===== config.mk =====
export PLATFORM = sky130hd
export DESIGN_NAME = tight_loop_ctl
export DESIGN_NICKNAME = d
export VERILOG_FILES = /design/src/rtl/tlc_pkg.sv /design/src/rtl/tlc_brdec.sv /design/src/rtl/tlc_taken.sv /design/src/rtl/tight_loop_ctl.sv
export SDC_FILE = /design/constraint.sdc
export NUM_CORES = 1
export LEC_CHECK = 0
export BUFFER_PORTS_ARGS = -buffer_cell sky130_fd_sc_hd__buf_2
export CAP_MARGIN = 0
export CORE_ASPECT_RATIO = 0.75
export CORE_MARGIN = 2
export CORE_UTILIZATION = 60
export CTS_CLUSTER_SIZE = 28
export DETAILED_ROUTE_END_ITERATION = 16
export HOLD_SLACK_MARGIN = 0.05
export PLACE_DENSITY = 0.82
export SLEW_MARGIN = 30
export SYNTH_ARGS = -nofsm -noshare
export SYNTH_HDL_FRONTEND = slang
export SYNTH_SLANG_ARGS = --single-unit

===== constraint.sdc =====
create_clock -name clk -period 7 [get_ports clk]
set_clock_uncertainty 0.2 [all_clocks]
set_input_delay 0.35 -clock clk [delete_from_list [all_inputs] [get_ports clk]]
set_output_delay 0.35 -clock clk [all_outputs]
set_load 0.05 [all_outputs]

===== src/rtl/tlc_pkg.sv =====
package tlc_pkg;
    localparam int WORD_W = 16;
    localparam int SLOTS  = 3;

    typedef logic [WORD_W-1:0] word_t;

    // M_SEQ: sequential fetch, M_ARM: refetching the loop body, M_LOOP: replay
    typedef enum logic [1:0] {
        M_SEQ  = 2'd0,
        M_ARM  = 2'd1,
        M_LOOP = 2'd2
    } mode_e;
endpackage


===== src/rtl/tlc_brdec.sv =====
// Recognises a decrement-and-branch word and computes its target word address.
module tlc_brdec
    import tlc_pkg::*;
#(
    parameter int    ADDR_W    = 16,
    parameter word_t BR_MASK   = 16'hF0F8,
    parameter word_t BR_MATCH  = 16'h50C8,
    parameter word_t LOOP_DISP = 16'hFFFC
) (
    input  word_t             op,
    input  word_t             ext,
    input  logic [ADDR_W-1:0] op_addr,
    output logic              is_br,
    output logic              disp_ok,
    output logic [ADDR_W-1:0] target
);
    localparam logic [ADDR_W-1:0] ONE = 1;

    logic signed [WORD_W-1:0] half_off;
    logic [ADDR_W-1:0]        off_w;

    always_comb begin
        is_br    = (op & BR_MASK) == BR_MATCH;
        disp_ok  = ext == LOOP_DISP;
        half_off = signed'(ext) >>> 1;        // byte displacement to words
        off_w    = ADDR_W'(half_off);
        target   = op_addr + ONE + off_w;     // relative to the extension word
    end
endmodule


===== src/rtl/tlc_taken.sv =====
// Branch outcome: loops while the condition is false and the counter does not wrap.
module tlc_taken #(
    parameter int CNT_W = 16
) (
    input  logic             is_br,
    input  logic             cond,
    input  logic [CNT_W-1:0] cnt,
    output logic             taken
);
    always_comb taken = is_br && !cond && (cnt != '0);
endmodule


===== src/rtl/tight_loop_ctl.sv =====
module tight_loop_ctl
    import tlc_pkg::*;
#(
    parameter int                ADDR_W     = 16,
    parameter int                CNT_W      = 16,
    parameter logic [ADDR_W-1:0] RESET_ADDR = '0,
    parameter word_t             BR_MASK    = 16'hF0F8,
    parameter word_t             BR_MATCH   = 16'h50C8,
    parameter word_t             LOOP_DISP  = 16'hFFFC
) (
    input  logic              clk,
    input  logic              rst_n,
    output logic              fetch_req,
    output logic [ADDR_W-1:0] fetch_addr,
    input  logic              fetch_ack,
    input  logic [15:0]       fetch_data,
    output logic              ex_valid,
    output logic [15:0]       ex_word,
    output logic [15:0]       ex_ext,
    output logic              ex_branch,
    input  logic              ex_loopable,
    input  logic              ex_done,
    input  logic              br_cond,
    input  logic [CNT_W-1:0]  br_cnt,
    input  logic              irq_pend,
    input  logic              trace_en,
    input  logic              bus_err,
    output logic              irq_take,
    output logic              loop_active
);
    localparam logic [ADDR_W-1:0] A_ONE   = 1;
    localparam logic [ADDR_W-1:0] A_TWO   = 2;
    localparam logic [ADDR_W-1:0] A_THREE = 3;

    typedef struct packed {
        mode_e                  mode;
        logic                   phase;   // loop mode: 0 loop word, 1 branch
        logic [SLOTS-1:0]       v;
        word_t [SLOTS-1:0]      slot;
        logic [ADDR_W-1:0]      head;    // address of slot 0
        logic [ADDR_W-1:0]      pc;      // next fetch address
        logic                   lp_prev; // last retired word was loopable
    } st_t;

    st_t s_q, s_d;

    logic              is_br, disp_ok, taken, done, redirect;
    logic [ADDR_W-1:0] target;
    logic              sel_hi;

    assign sel_hi = (s_q.mode == M_LOOP) && s_q.phase;
    assign ex_word = sel_hi ? s_q.slot[1] : s_q.slot[0];
    assign ex_ext  = sel_hi ? s_q.slot[2] : s_q.slot[1];

    tlc_brdec #(
        .ADDR_W(ADDR_W), .BR_MASK(BR_MASK), .BR_MATCH(BR_MATCH), .LOOP_DISP(LOOP_DISP)
    ) u_brdec (
        .op(ex_word), .ext(ex_ext), .op_addr(s_q.head),
        .is_br(is_br), .disp_ok(disp_ok), .target(target)
    );

    tlc_taken #(.CNT_W(CNT_W)) u_taken (
        .is_br(is_br), .cond(br_cond), .cnt(br_cnt), .taken(taken)
    );

    always_comb begin
        case (s_q.mode)
            M_SEQ:   ex_valid = s_q.v[0] && (!is_br || s_q.v[1]);
            M_LOOP:  ex_valid = 1'b1;
            default: ex_valid = 1'b0;
        endcase
    end

    assign ex_branch   = is_br;
    assign loop_active = s_q.mode == M_LOOP;
    assign fetch_req   = (s_q.mode != M_LOOP) && !(&s_q.v);
    assign fetch_addr  = s_q.pc;
    assign done        = ex_valid && ex_done && !bus_err;

    always_comb begin
        s_d      = s_q;
        irq_take = 1'b0;
        redirect = 1'b0;
        case (s_q.mode)
            M_SEQ: if (done) begin
                irq_take = irq_pend;
                if (!is_br) begin
                    s_d.slot[0] = s_q.slot[1];
                    s_d.slot[1] = s_q.slot[2];
                    s_d.v       = {1'b0, s_q.v[SLOTS-1:1]};
                    s_d.head    = s_q.head + A_ONE;
                    s_d.lp_prev = ex_loopable;
                end else if (taken) begin
                    redirect    = 1'b1;
                    s_d.head    = target;
                    s_d.pc      = target;
                    s_d.lp_prev = 1'b0;
                    if (disp_ok && s_q.lp_prev && !trace_en) begin
                        s_d.mode    = M_ARM;
                        s_d.v       = 3'b100;       // keep displacement word
                        s_d.slot[2] = s_q.slot[1];
                    end else begin
                        s_d.v = '0;
                    end
                end else begin
                    s_d.slot[0] = s_q.slot[2];
                    s_d.v       = {2'b00, s_q.v[SLOTS-1]};
                    s_d.head    = s_q.head + A_TWO;
                    s_d.lp_prev = 1'b0;
                end
            end
            M_ARM: if (&s_q.v) begin
                s_d.pc    = s_q.head + A_THREE;
                s_d.phase = 1'b0;
                s_d.mode  = (ex_loopable && !trace_en) ? M_LOOP : M_SEQ;
            end
            M_LOOP: if (done) begin
                if (!s_q.phase) begin
                    if (trace_en) begin
                        s_d.mode    = M_SEQ;
                        s_d.slot[0] = s_q.slot[1];
                        s_d.slot[1] = s_q.slot[2];
                        s_d.v       = 3'b011;
                        s_d.head    = s_q.head + A_ONE;
                        s_d.lp_prev = 1'b0;
                    end else begin
                        s_d.phase = 1'b1;
                    end
                end else if (!taken) begin
                    s_d.mode    = M_SEQ;
                    s_d.phase   = 1'b0;
                    s_d.v       = '0;
                    s_d.head    = s_q.head + A_THREE;
                    s_d.lp_prev = 1'b0;
                end else if (irq_pend || trace_en) begin
                    irq_take    = irq_pend;
                    s_d.mode    = M_SEQ;
                    s_d.phase   = 1'b0;
                    s_d.lp_prev = 1'b0;
                end else begin
                    s_d.phase = 1'b0;
                end
            end
            default: s_d.mode = M_SEQ;
        endcase

        if (fetch_req && fetch_ack && !redirect) begin
            if (!s_d.v[0]) begin
                s_d.slot[0] = fetch_data;
                s_d.v[0]    = 1'b1;
            end else if (!s_d.v[1]) begin
                s_d.slot[1] = fetch_data;
                s_d.v[1]    = 1'b1;
            end else begin
                s_d.slot[2] = fetch_data;
                s_d.v[2]    = 1'b1;
            end
            s_d.pc = s_d.pc + A_ONE;
        end
    end

    always_ff @(posedge clk or negedge rst_n) begin
        if (!rst_n) begin
            s_q.mode    <= M_SEQ;
            s_q.phase   <= 1'b0;
            s_q.v       <= '0;
            s_q.slot    <= '0;
            s_q.head    <= RESET_ADDR;
            s_q.pc      <= RESET_ADDR;
            s_q.lp_prev <= 1'b0;
        end else begin
            s_q <= s_d;
        end
    end
endmodule


==> metrics.txt <==
Setup crit end kind flop; io pins 94; routed vias 8082; Buffers & Inverters on Critical Path 3; final wirelength 26040 µm; critical path fanouts, max 34; EDFF count, synth 0; TritonCTS clock tree yes; number of buffers added on ports 93; Final Hold Viols 0; required time of the critical path 7020 ps; ANT nets after route 0; Synth area leaders dfrtp_1 (28%), nor2_1 (6.2%), a21oi_1 (5.8%), mux2_2 (5.5%), nand2_1 (4.0%); H-tree levels 3; fill count 1090; Synth-to-Final Area Change 9.286%; total gr overflow 0; die width 135.8 µm; via density per instance 6.797; CTS Root Cell clkbuf_16; min-delay src fetch_data[7]; Slowest-stage cell, CP a2111oi_0; Min Clock Period, post-route 5190 ps; effective utilization at floorplan 60.88%; final-report setup violation count 0; share of cells above drive strength 1 17.68%; clk sink count 87; crit path kind flop to flop; Max Cap Viol 0; DR pass1 iterations 7; Worst R2R End fetch_addr[15]; worst path cell trace buf_4 > inv_1 > nor2_8 > mux2_2 > ha_1 > inv_1 > fa_1 > nor2b_1 > o31a_1 > o31ai_1 > a311o_1 > mux2i_1 > a2111oi_0 > o31ai_1 > nor3b_2 > xnor2_1; Yosys Warn Count 0; Worst Path Arrival 5210 ps; VDD IR-drop max 0.0002982 V; antenna violations before repair 0; Post-Layout Cell Count 1189; Clk pin slew, worst setup/hold paths 70 ps; worst reg2reg setup slack 1810 ps; Setup Fix Bufs, Post-CTS 0; crit path from s_q[84]; Syn Nets 1042; largest net degree at the start of global routing 62; period utilization 74.15%; status finished, final reports clean; Fin Setup TNS 0 ps; share of the synthesized area in the top cell type 27.86%; final hold slack 58.89 ps; worst-skew pair later-pin latency 360 ps; Worst Hold End s_q[40]; Yosys reg bits 87; CTS max path bufs 2; n_diodes 0; Slew Viols, Final 0; Worst path max stage delay 740 ps; Synth async-reset ratio 100.0%; WL/cell 21.90 µm; # rows 36; die area 13960 µm²; Fmax 0.1927 GHz; drt initial violations 1307; first-pass GRT wire length 40900 µm; PwrDens 458.1 nW/µm²; reg2reg start s_q[84]; hold-critical path depth 2; cell area after synthesis 7815 µm²; worst min-delay path class primary input to flop; number of global-route vias before repair 7273; Startpoint Class flop; worst-margin pin slew 1077 ps; Seq/Total Area, Yosys 27.86%; Cell variety after synth 79; pre-CTS WS 1974 ps; placed cell count 1168; Final GP Congestion 1.062; CTS Buf Count 9; Top delay family on crit path compound AO/OA/AOI/OAI gates; Setup WS post-layout 1810 ps; GRT Total Usage 38.29%; largest area contributor in the synthesized netlist dfrtp_1; leak pwr 3.452 nW; Max transition margin 27.72%; Synth Area per Inst 7.974 µm²; DP Wirelength 18480 µm; Worst Reg-to-Reg Cells 16; Primary FF master, synth dfrtp_1; Die Y 102.8 µm; Core Region 12840 µm²; RSZ-0062 raised after global routing false; Residual DRC 0; Post-Synthesis Cells 980; nets 1076
kinds of logic (layout without fill, tap and decap cells):
| group | after synthesis | in the layout | share of synthesized area (%) |
|---|---|---|---|
| xor+xnor | 60 | 60 | 6.724 |
| fa+ha+maj | 21 | 21 | 3.458 |
| simple gates | 334 | 334 | 20.53 |
| flops | 87 | 87 | 27.86 |
| buf+inv | 109 | 147 | 6.644 |
| compound gates | 307 | 307 | 26.18 |
| mux | 62 | 62 | 8.613 |
power breakdown:
part / internal [mW] / switching [mW] / leakage (nW)
sequential: 0.701 / 0.312 / 1.04
clock: 0.348 / 0.208 / 0.163
combinational: 0.810 / 1.53 / 2.25
total: 1.86 / 2.05 / 3.45
cells in the mapped netlist (18+ instances only):
| library cell | count |
|---|---|
| a21oi_1 | 91 |
| a22oi_1 | 18 |
| a31oi_1 | 19 |
| buf_4 | 20 |
| clkbuf_1 | 41 |
| dfrtp_1 | 87 |
| ha_1 | 20 |
| inv_1 | 22 |
| mux2_2 | 38 |
| mux2i_1 | 23 |
| nand2_1 | 84 |
| nand3_1 | 20 |
| nor2_1 | 129 |
| o21a_1 | 19 |
| o21ai_0 | 47 |
| xnor2_1 | 33 |
| xor2_1 | 27 |
final cells by class:
cell class              count  area, µm²  share of cell area, %
clock buffers              10      229.0                  2.681
clock inverters             5      107.6                  1.260
inverters                  24      92.59                  1.084
multi-input cells         784       5125                  60.01
flip-flops and latches     87       2177                  25.49
well taps                 171      214.0                  2.505
repair buffers            108      595.6                  6.973
flip-flops by register name, summed over array words and instances (netlist names):
register / flops
s_q: 71
fetch_addr: 16
worst max path at each step:
| stage | to | cells after the start |
|---|---|---|
| CTS | fetch_addr[15] | 16 |
| global placement | fetch_addr[15] | 16 |
| floorplan | fetch_addr[15] | 17 |
| finish | fetch_addr[15] | 16 |
| detailed placement | fetch_addr[15] | 16 |
| global route | fetch_addr[15] | 16 |
routing by layer:
layer	up-vias	GRT usage (%)	wire (µm)
met2	645	52.87	10190
met4	0	11.62	842
met5	-	0	0
met3	78	11.46	3819
met1	3699	57.27	11190
li1	3660	-	-
layout by cell type, fill, tap and decap left out, types with 6 or more instances in the layout:
cell,n
a211oi_1,10
a21oi_1,91
a222oi_1,9
a22o_1,8
a22oi_1,18
a31oi_1,19
and3_1,9
buf_2,92
buf_4,10
clkbuf_16,9
dfrtp_1,87
dlygate4sd3_1,6
ha_1,20
inv_1,22
mux2_2,38
mux2i_1,23
nand2_1,83
nand3_1,20
nand4_1,13
nor2_1,128
nor2b_1,8
nor3_1,13
nor4_1,14
o2111ai_1,7
o211ai_1,13
o21a_1,19
o21ai_0,46
o221ai_1,6
o22ai_1,8
or2_2,6
or3_1,9
xnor2_1,33
xor2_1,27
stage by stage:
stage / instance area, µm² / power (mW) / util (%)
6_report: 8541 / 3.913 / 66.53
5_1_grt: 8541 / 4.127 / 66.53
3_3_place_gp: 8138 / 3.204 / 63.39
4_1_cts: 8541 / 3.823 / 66.53
2_1_floorplan: 7815 / 2.719 / -
3_5_place_dp: 8144 / 3.250 / 63.44
repair_timing:
action / 4_1_cts / 5_1_grt
gates resized for setup: 0 / 0
endpoints found under the hold margin: 31 / 0
hold buffers: 6 / 0
endpoints found under the setup margin: 0 / 0
Note: power is estimated with default switching activity, not from simulation.
